`src/rtl/opf_pkg.sv`:
```
package opf_pkg;

    localparam logic [3:0] MD_IMM  = 4'd0;
    localparam logic [3:0] MD_DIR  = 4'd1;
    localparam logic [3:0] MD_IND  = 4'd2;
    localparam logic [3:0] MD_REG  = 4'd3;
    localparam logic [3:0] MD_RIND = 4'd4;
    localparam logic [3:0] MD_DISP = 4'd5;
    localparam logic [3:0] MD_REL  = 4'd6;
    localparam logic [3:0] MD_IDX  = 4'd7;
    localparam logic [3:0] MD_PRE  = 4'd8;
    localparam logic [3:0] MD_POST = 4'd9;

    typedef enum logic [2:0] {
        S_IDLE,
        S_PTR_ISSUE,
        S_PTR_TAKE,
        S_OPR_ISSUE,
        S_OPR_TAKE,
        S_FINISH
    } fetch_state_t;

    typedef enum logic [1:0] {
        PATH_NONE,
        PATH_PTR,
        PATH_OPR
    } path_t;

endpackage

```
`src/rtl/opf_addr_gen.sv`:
```
module opf_addr_gen
    import opf_pkg::*;
#(
    parameter int W       = 8,
    parameter int MAXNEST = 3,
    parameter int NW      = 2,
    parameter int CW      = 3
) (
    input  logic [3:0]    mode,
    input  logic [W-1:0]  afield,
    input  logic [W-1:0]  rv,
    input  logic [W-1:0]  pc,
    input  logic [NW-1:0] nest,
    input  logic          upd,
    output path_t         path,
    output logic [W-1:0]  first_addr,
    output logic [CW-1:0] ptr_cnt,
    output logic          post,
    output logic [W-1:0]  nomem_val,
    output logic          bad,
    output logic          wb_req,
    output logic [W-1:0]  wb_val
);

    logic [W-1:0]  a_plus_r;
    logic [W-1:0]  a_plus_pc;
    logic [NW-1:0] nest_eff;
    logic [CW-1:0] ind_levels;

    assign a_plus_r   = afield + rv;
    assign a_plus_pc  = afield + pc;
    assign nest_eff   = (32'(nest) > MAXNEST) ? NW'(MAXNEST) : nest;
    assign ind_levels = CW'(nest_eff) + CW'(1);

    always_comb begin
        path       = PATH_NONE;
        first_addr = '0;
        ptr_cnt    = CW'(1);
        post       = 1'b0;
        nomem_val  = '0;
        bad        = 1'b0;
        wb_req     = 1'b0;
        wb_val     = '0;
        case (mode)
            MD_IMM: begin
                nomem_val = afield;
            end
            MD_REG: begin
                nomem_val = rv;
            end
            MD_DIR: begin
                path       = PATH_OPR;
                first_addr = afield;
            end
            MD_IND: begin
                path       = PATH_PTR;
                first_addr = afield;
                ptr_cnt    = ind_levels;
            end
            MD_RIND: begin
                path       = PATH_OPR;
                first_addr = rv;
            end
            MD_DISP: begin
                path       = PATH_OPR;
                first_addr = a_plus_r;
                wb_req     = upd;
                wb_val     = a_plus_r;
            end
            MD_REL: begin
                path       = PATH_OPR;
                first_addr = a_plus_pc;
            end
            MD_IDX: begin
                path       = PATH_OPR;
                first_addr = a_plus_r;
                wb_req     = upd;
                wb_val     = rv + W'(1);
            end
            MD_PRE: begin
                path       = PATH_PTR;
                first_addr = a_plus_r;
            end
            MD_POST: begin
                path       = PATH_PTR;
                first_addr = afield;
                post       = 1'b1;
            end
            default: begin
                bad = 1'b1;
            end
        endcase
    end

endmodule

```
`src/rtl/opf_fsm.sv`:
```
module opf_fsm
    import opf_pkg::*;
#(
    parameter int W  = 8,
    parameter int RW = 2,
    parameter int CW = 3
) (
    input  logic          clk,
    input  logic          rst_n,
    input  logic          start,
    input  path_t         path,
    input  logic [W-1:0]  first_addr,
    input  logic [CW-1:0] ptr_cnt,
    input  logic          post,
    input  logic [W-1:0]  nomem_val,
    input  logic          bad,
    input  logic          wb_req,
    input  logic [W-1:0]  wb_val,
    input  logic [W-1:0]  rv,
    input  logic [RW-1:0] rsel,
    input  logic [W-1:0]  mem_rdata,
    output logic          mem_req,
    output logic [W-1:0]  mem_addr,
    output logic          busy,
    output logic          done,
    output logic          illegal,
    output logic [W-1:0]  operand,
    output logic [W-1:0]  ea,
    output logic          wb_en,
    output logic [RW-1:0] wb_sel,
    output logic [W-1:0]  wb_data
);

    fetch_state_t  st, st_nx;
    logic          accept;
    logic [W-1:0]  addr_q;
    logic [CW-1:0] cnt_q;
    logic          post_q;
    logic [W-1:0]  rv_q;
    logic          ill_q;
    logic          wbr_q;
    logic [RW-1:0] wbs_q;
    logic [W-1:0]  wbd_q;
    logic [W-1:0]  opnd_q;
    logic [W-1:0]  ea_q;

    assign accept = (st == S_IDLE) && start;

    // state register
    always_ff @(posedge clk or negedge rst_n) begin
        if (!rst_n) st <= S_IDLE;
        else        st <= st_nx;
    end

    // transitions
    always_comb begin
        st_nx = st;
        unique case (st)
            S_IDLE: begin
                if (start) begin
                    unique case (path)
                        PATH_PTR: st_nx = S_PTR_ISSUE;
                        PATH_OPR: st_nx = S_OPR_ISSUE;
                        default:  st_nx = S_FINISH;
                    endcase
                end
            end
            S_PTR_ISSUE: st_nx = S_PTR_TAKE;
            S_PTR_TAKE:  st_nx = (cnt_q == CW'(1)) ? S_OPR_ISSUE : S_PTR_ISSUE;
            S_OPR_ISSUE: st_nx = S_OPR_TAKE;
            S_OPR_TAKE:  st_nx = S_FINISH;
            S_FINISH:    st_nx = S_IDLE;
            default:     st_nx = S_IDLE;
        endcase
    end

    // datapath registers
    always_ff @(posedge clk or negedge rst_n) begin
        if (!rst_n) begin
            addr_q <= '0;
            cnt_q  <= '0;
            post_q <= 1'b0;
            rv_q   <= '0;
            ill_q  <= 1'b0;
            wbr_q  <= 1'b0;
            wbs_q  <= '0;
            wbd_q  <= '0;
            opnd_q <= '0;
            ea_q   <= '0;
        end else begin
            if (accept) begin
                addr_q <= first_addr;
                cnt_q  <= ptr_cnt;
                post_q <= post;
                rv_q   <= rv;
                ill_q  <= bad;
                wbr_q  <= wb_req;
                wbs_q  <= rsel;
                wbd_q  <= wb_val;
                if (path == PATH_NONE) begin
                    opnd_q <= nomem_val;
                    ea_q   <= '0;
                end
            end
            if (st == S_PTR_TAKE) begin
                addr_q <= mem_rdata + (post_q ? rv_q : '0);
                cnt_q  <= cnt_q - CW'(1);
            end
            if (st == S_OPR_TAKE) begin
                opnd_q <= mem_rdata;
                ea_q   <= addr_q;
            end
        end
    end

    // outputs
    always_comb begin
        mem_req  = (st == S_PTR_ISSUE) || (st == S_OPR_ISSUE);
        mem_addr = addr_q;
        busy     = (st != S_IDLE);
        done     = (st == S_FINISH);
        illegal  = done && ill_q;
        wb_en    = done && wbr_q;
        wb_sel   = wbs_q;
        wb_data  = wbd_q;
        operand  = opnd_q;
        ea       = ea_q;
    end

endmodule

```
`src/rtl/opfetch_unit.sv`:
```
module opfetch_unit
    import opf_pkg::*;
#(
    parameter  int W       = 8,
    parameter  int RW      = 2,
    parameter  int MAXNEST = 3,
    localparam int NW      = (MAXNEST < 1) ? 1 : $clog2(MAXNEST + 1),
    localparam int CW      = $clog2(MAXNEST + 2) + 1
) (
    input  logic          clk,
    input  logic          rst_n,
    input  logic          start,
    input  logic [3:0]    mode,
    input  logic [W-1:0]  afield,
    input  logic [RW-1:0] rsel,
    input  logic [NW-1:0] nest,
    input  logic          upd,
    output logic [RW-1:0] rf_addr,
    input  logic [W-1:0]  rf_data,
    input  logic [W-1:0]  pc,
    output logic          mem_req,
    output logic [W-1:0]  mem_addr,
    input  logic [W-1:0]  mem_rdata,
    output logic          busy,
    output logic          done,
    output logic          illegal,
    output logic [W-1:0]  operand,
    output logic [W-1:0]  ea,
    output logic          wb_en,
    output logic [RW-1:0] wb_sel,
    output logic [W-1:0]  wb_data
);

    path_t         g_path;
    logic [W-1:0]  g_first;
    logic [CW-1:0] g_cnt;
    logic          g_post;
    logic [W-1:0]  g_nomem;
    logic          g_bad;
    logic          g_wbreq;
    logic [W-1:0]  g_wbval;

    assign rf_addr = rsel;

    opf_addr_gen #(.W(W), .MAXNEST(MAXNEST), .NW(NW), .CW(CW)) u_gen (
        .mode       (mode),
        .afield     (afield),
        .rv         (rf_data),
        .pc         (pc),
        .nest       (nest),
        .upd        (upd),
        .path       (g_path),
        .first_addr (g_first),
        .ptr_cnt    (g_cnt),
        .post       (g_post),
        .nomem_val  (g_nomem),
        .bad        (g_bad),
        .wb_req     (g_wbreq),
        .wb_val     (g_wbval)
    );

    opf_fsm #(.W(W), .RW(RW), .CW(CW)) u_fsm (
        .clk        (clk),
        .rst_n      (rst_n),
        .start      (start),
        .path       (g_path),
        .first_addr (g_first),
        .ptr_cnt    (g_cnt),
        .post       (g_post),
        .nomem_val  (g_nomem),
        .bad        (g_bad),
        .wb_req     (g_wbreq),
        .wb_val     (g_wbval),
        .rv         (rf_data),
        .rsel       (rsel),
        .mem_rdata  (mem_rdata),
        .mem_req    (mem_req),
        .mem_addr   (mem_addr),
        .busy       (busy),
        .done       (done),
        .illegal    (illegal),
        .operand    (operand),
        .ea         (ea),
        .wb_en      (wb_en),
        .wb_sel     (wb_sel),
        .wb_data    (wb_data)
    );

endmodule

```
`config.mk`:
```
export PLATFORM = sky130hd
export DESIGN_NAME = opfetch_unit
export DESIGN_NICKNAME = d
export VERILOG_FILES = /design/src/rtl/opf_pkg.sv /design/src/rtl/opf_addr_gen.sv /design/src/rtl/opf_fsm.sv /design/src/rtl/opfetch_unit.sv
export SDC_FILE = /design/constraint.sdc
export NUM_CORES = 1
export LEC_CHECK = 0
export BUFFER_PORTS_ARGS = -buffer_cell sky130_fd_sc_hd__buf_2
export CORE_MARGIN = 10
export CORE_UTILIZATION = 45
export CTS_CLUSTER_SIZE = 30
export DETAILED_ROUTE_END_ITERATION = 6
export PLACE_DENSITY_LB_ADDON = 0.08
export SLEW_MARGIN = 10
export SYNTH_ARGS = -nofsm -noshare
export SYNTH_HDL_FRONTEND = slang
export SYNTH_SLANG_ARGS = --single-unit
```
`constraint.sdc`:
```
create_clock -name clk -period 3.01 [get_ports clk]
set_clock_uncertainty 0.05 [all_clocks]
set_input_delay 0.1505 -clock clk [delete_from_list [all_inputs] [get_ports clk]]
set_output_delay 0.1505 -clock clk [all_outputs]
set_load 0.005 [all_outputs]
```
==> run metrics, run 1 <==
critical-path cell list=nand2_1 > inv_1 > ha_1 > a21oi_1 > nor2_1 > a2111oi_0 > a21oi_1 > xnor2_1 > o221ai_2; Boundary Pins=85; Crit Path Class=flop to flop; Worst Setup End Kind=flop; die height=around 110 um; Setup violations, final=0; min setup slack post-route=0.4344 ns; NumNets Final=~560; CP Launch Point=u_fsm.post_q; internal power=between 1.5 and 2 mW; Clk network pwr share=roughly 14%; Synth top area share=35.24%; fin area=around 4300 sq um; worst vdd ir=roughly 370 uV; Tmin final=between 2 and 3 ns; Worst Tran Pin Value=0.7066 ns; Hold Slack=0.05602 ns; max_cap viols=0; P per Cell Area=685.7 nW/um^2; fill cell total of the finished layout=743; synth top area cells=dfrtp_1 35%, ha_1 9.1%, nand2_1 5.3%; Post-Syn Instances=413; relative slew slack=a little over 50%; area occupied by multi-input gates=2218 sq um; Comb power frac=44.6%; RSZ-0062 raised after global routing=false; clock latency at the later pin of the worst-skew pair=0.31 ns; CTS resizes=0; Area growth syn-to-layout=15.86%; FF-to-FF Start=u_fsm.post_q; aggregate routed wire length=10230 um; share of layout cells above drive strength 1=21.72%; leak pwr=2.050 nW; Post-synth ARST share=100.0%; clk buf depth=2; Synth warnings=0; setup_tns=0 ns; wire per inst=around 17 um; starting density of the core=~47%; number of H-tree levels=2; vias=approximately 3.3k; vias in the first global route=roughly 3.2k; Worst path most repeated cell=a21oi_1; PortBufs=84; Post-synth EDFFs=0; first-pass GRT wire length=17080 um; Max FO, Critical Path=9; placer congestion estimate=roughly 0.84; Core Footprint=7848 sq um; CTS tree=done; synthesized area=approximately 3700 sq um; max incr delay on CP=about 0.66 ns; register area share after synthesis=35.24%; hold_sp=upd; largest net degree at the start of global routing=33; antenna cells=0; Die Footprint=12230 sq um; FF/Latch Area=1301 sq um; Reg clk slew, reported paths=0.10 ns; number of buffers created by CTS=5; setup bufs post-CTS=0; ANT nets after route=0; Post-Syn Area per Cell=8.940 sq um; placed insts=~580; via/cell ratio=5.549; number of synthesized register bits=52; ys flop type=dfrtp_1; CP Launch Type=flop; Psw=1.170 mW; Root Buffer=clkbuf_8; Synth area leader=dfrtp_1; commonest non-fill, non-tap cell in the layout=buf_2; DR iter-0 viols=152; sequential share of power=40.9%; drt first pass iters=5; final core utilization=54.51%; grt ovf=0; initial antenna violation count=0; Max Fclk=just under 400 MHz; FP Rows=32; Tot GR Track Use=16.51%; hold buffer count at cts=3; HP Class=primary input to flop; final non-filler cell total=between 500 and 600; syn_nets=487; clock sink count=between 50 and 60; Critical Path AT=2.71 ns; pre-CTS setup slack=0.4445 ns; DRC errors left=0; Worst EP required=3.14 ns; Max Slew Vio Count=0; final hold violation count=0; power after layout=2.933 mW; Sw Share=39.90%; chip width=110.6 um; Tcrit/Tclk final=85.57%; Slowest-stage cell, CP=a2111oi_0; dpl hpwl=8215 um; outcome=finished clean; area post-placement=4150 sq um; Unique masters post-synth=53; commonest cells after routing, fill and taps aside=84 x buf_2, 52 x nand2_1, 52 x dfrtp_1
## power groups by stage
stage	combinational (mW)	sequential (mW)	clock, mW
2_1_floorplan	0.861	1.17	0
3_3_place_gp	1.31	1.21	0
3_5_place_dp	1.33	1.21	0
4_1_cts	1.34	1.20	0.442
5_1_grt	1.50	1.25	0.465
6_report	1.31	1.20	0.426
## routing by layer
layer	GRT usage, %	wire, um	share of wire, %
met1	22.69	4937	48
met4	3.972	114	1.1
met2	25.86	4581	45
met5	0	0	0
met3	3.296	598	5.8
## sequential cells by signal, summed over array words and instances, names as in the netlist
signal	flops
u_fsm.cnt_q	4
u_fsm.ea	8
u_fsm.ill_q	1
u_fsm.mem_addr	8
u_fsm.operand	8
u_fsm.post_q	1
u_fsm.rv_q	8
u_fsm.st	3
u_fsm.wb_data	8
u_fsm.wb_sel	2
u_fsm.wbr_q	1
## Yosys cell counts, types with 2 or more instances
cell	number
a221o_1	5
o31ai_1	2
nor3_1	5
buf_4	4
nand3_1	13
nor4_1	2
and3_1	5
o21a_1	2
mux2i_1	2
buf_6	2
o221ai_1	2
clkbuf_1	12
a22o_1	10
dfrtp_1	52
xor2_1	9
a211o_1	3
xnor2_1	16
buf_1	2
fa_1	3
o211ai_1	3
a21o_1	4
a222oi_1	3
o21bai_1	5
nor2b_1	5
a22oi_1	9
ha_1	27
o21ai_1	15
a211oi_1	9
buf_2	6
a21oi_1	25
a221oi_1	11
nor2_1	36
o21ai_0	12
inv_1	10
nand2_1	52
and2_1	13
## final cells by class
class	count	area share [%]
Clock buffer	6	1.930
Clock inverter	2	0.3510
Inverter	10	0.8775
Multi-Input combinational cell	325	51.86
Sequential cell	52	30.42
Tap cell	102	2.983
Timing Repair Buffer	93	11.58
## critical path: cells and delay by family (launching register included)
family          cells  cell delay (ns)
fa+ha+maj           1             0.26
buf+inv             1             0.05
flops               1             0.47
simple gates        2             0.22
xor+xnor            1             0.23
compound gates      4             1.17
## path summary, 6_finish.rpt
check                               endpoint  slack [ns]  depth (start not counted)
setup / recovery           u_fsm.mem_addr[7]        0.43                          9
hold / removal                   u_fsm.wbr_q        0.06                          3
setup reg to reg           u_fsm.mem_addr[7]        0.43                          9
hold reg to reg                u_fsm.rv_q[4]        0.42                          2
max in group asynchronous  u_fsm.mem_addr[6]        1.82                          3
min in group asynchronous        u_fsm.st[2]        0.32                          2
## logic make-up (layout without fill, tap and decap cells)
family                   after synthesis  count (layout)  synth area share, %
XOR/XNOR                              25              25                5.930
AO/OA/AOI/OAI                        126             126                24.09
adder cells (fa/ha/maj)               30              30                10.78
AND/OR/NAND/NOR                      142             142                18.74
multiplexers                           2               2               0.5422
flip-flops                            52              52                35.24
buffers and inverters                 36             111                4.677
No activity file was read; power rests on OpenSTA's default activity.
==> run 2, diff against run 1 <==
--- a/config.mk
+++ b/config.mk
@@ -7,4 +7,5 @@
 export LEC_CHECK = 0
 export BUFFER_PORTS_ARGS = -buffer_cell sky130_fd_sc_hd__buf_2
+export CORE_ASPECT_RATIO = 0.9
 export CORE_MARGIN = 10
 export CORE_UTILIZATION = 45
--- a/constraint.sdc
+++ b/constraint.sdc
@@ -3,3 +3,3 @@
 set_input_delay 0.1505 -clock clk [delete_from_list [all_inputs] [get_ports clk]]
 set_output_delay 0.1505 -clock clk [all_outputs]
-set_load 0.005 [all_outputs]
+set_load 0.1 [all_outputs]
==> run 2 against run 1 <==
Die area hardly changed. First-iteration DRC count is 78% higher. Flip-flop and latch count stayed put. Utilization is 1.2 points lower. Non-clock buffer count is 1 higher. Cell count is 0.34% lower. Register-to-register slack better by 0.04 ns. Final area hardly changed. Via count is 2.3% higher. Highest routed layer unchanged.
==> run metrics, run 2 (synthesis gave the netlist of run 1 again) <==
Tmin final=2.532 ns; PortBufs=84; Crit Path Class=flop to flop; final core utilization=between 50% and 60%; via/cell ratio=5.696; grt ovf=0; dpl hpwl=8310 um; first-pass GRT wire length=approximately 17000 um; vias in the first global route=3378; Core Footprint=8029 sq um; clk buf depth=2; Worst path top cell family by delay=compound AO/OA/AOI/OAI gates; die height=105.9 um; FP Rows=31; relative slew slack=52.04%; commonest cells after routing, fill and taps aside=84 x buf_2, 52 x nand2_1, 52 x dfrtp_1; antenna cells=0; drt first pass iters=5; aggregate routed wire length=10530 um; vias=roughly 3.3k; Worst EP required=~3.2 ns; Max FO, Critical Path=9; Reg clk slew, reported paths=roughly 0.11 ns; chip width=115.5 um; min setup slack post-route=0.4777 ns; outcome=finished clean; placer congestion estimate=0.8454; clock latency at the later pin of the worst-skew pair=0.31 ns; Boundary Pins=85; share of layout cells above drive strength 1=21.88%; DRC errors left=0; P per Cell Area=1049 nW/um^2; number of H-tree levels=2; CTS tree=done; final hold violation count=0; DR iter-0 viols=271; NumNets Final=~560; Max Slew Vio Count=0; Root Buffer=clkbuf_8; RSZ-0062 raised after global routing=false; leak pwr=2.054 nW; setup_tns=0 ns; Tot GR Track Use=17.51%; Area growth syn-to-layout=15.89%; clock sink count=52; Worst path most repeated cell=a21oi_1; Setup violations, final=0; Tcrit/Tclk final=between 80% and 90%; Worst Setup End Kind=flop; initial antenna violation count=0; worst path bufs/invs=1; max incr delay on CP=0.63 ns; max_cap viols=0; critical-path cell list=nand2_1 > inv_1 > ha_1 > a21oi_1 > nor2_1 > a2111oi_0 > a21oi_1 > xnor2_1 > o221ai_2; Critical Path AT=2.68 ns; CP Launch Type=flop; Max Fclk=394.9 MHz; worst vdd ir=621.1 uV; largest net degree at the start of global routing=28; wire per inst=~18 um; ANT nets after route=0; pre-CTS setup slack=0.4960 ns; number of buffers created by CTS=5; HP Class=primary input to flop; Die Footprint=12230 sq um; starting density of the core=approximately 46%; commonest non-fill, non-tap cell in the layout=buf_2; Slowest-stage cell, CP=a2111oi_0; Worst Tran Pin Value=0.7013 ns
## run 2: cell count changes in the layout (fill, tap and decap cells not counted), sizes merged
cell / delta
buf: +1
inv: +1
clkbuf: -1
## run 2: cell type report
| class | count | area, sq um |
|---|---|---|
| Sequential cell | 52 | 1301 |
| Inverter | 10 | 37.54 |
| Clock inverter | 3 | 26.28 |
| Fill cell | 781 | 3750 |
| Clock buffer | 5 | 68.82 |
| Multi-Input combinational cell | 325 | 2218 |
| Tap cell | 99 | 123.9 |
| Timing Repair Buffer | 94 | 503.0 |
## run 2: routing by layer
layer	vias to the layer above	global-route usage (%)	share of wire, %
met5	-	0	0
met4	0	4.521	1.3
met2	118	26.79	44
met1	1576	23.43	45
met3	8	5.396	9.6
li1	1647	-	-
## run 2: path summary, 6_finish.rpt
| path | startpoint | endpoint | slack (ns) | cells after the start |
|---|---|---|---|---|
| hold / removal | upd | u_fsm.wbr_q | 0.03 | 3 |
| setup reg to reg | u_fsm.post_q | u_fsm.mem_addr[7] | 0.48 | 9 |
| setup / recovery | u_fsm.post_q | u_fsm.mem_addr[7] | 0.48 | 9 |
| max in group asynchronous | rst_n | u_fsm.mem_addr[6] | 1.76 | 3 |
| hold reg to reg | u_fsm.wbr_q | u_fsm.wbr_q | 0.43 | 2 |
| min in group asynchronous | rst_n | u_fsm.st[2] | 0.35 | 2 |
## run 2: stage by stage
stage / power, mW / instance area (sq um) / cells / hold WS, ns
finish: 4.489 / 4279 / 588 / 0.03246
global route: 4.781 / 4279 / 588 / 0.04707
CTS: 4.527 / 4279 / 588 / 0.02824
detailed placement: 4.083 / 4154 / 577 / 0.1778
global placement: 4.054 / 4154 / 577 / 0.1521
floorplan: 3.526 / 3692 / 413 / -0.1951
## run 2: what timing repair did
| item | 4_1_cts | 5_1_grt |
|---|---|---|
| hold endpoints to repair | 28 | 0 |
| gates resized for setup | 0 | 0 |
| hold buffers | 3 | 0 |
| setup buffers | 0 | 0 |
## run 2: worst reg2reg max path: cells and delay by family (launching register included)
kind                     cells  cell delay (ns)
flip-flops                   1             0.47
AND/OR/NAND/NOR              2             0.21
buffers and inverters        1             0.05
XOR/XNOR                     1             0.23
AO/OA/AOI/OAI                4             1.13
adder cells (fa/ha/maj)      1             0.27
## run 2: where the power goes
part	internal, mW	total, mW	switching (mW)	leakage [nW]
combinational	0.593	2.86	2.27	1.35
sequential	0.993	1.20	0.203	0.665
clock	0.170	0.431	0.261	0.0423
total	1.76	4.49	2.73	2.05
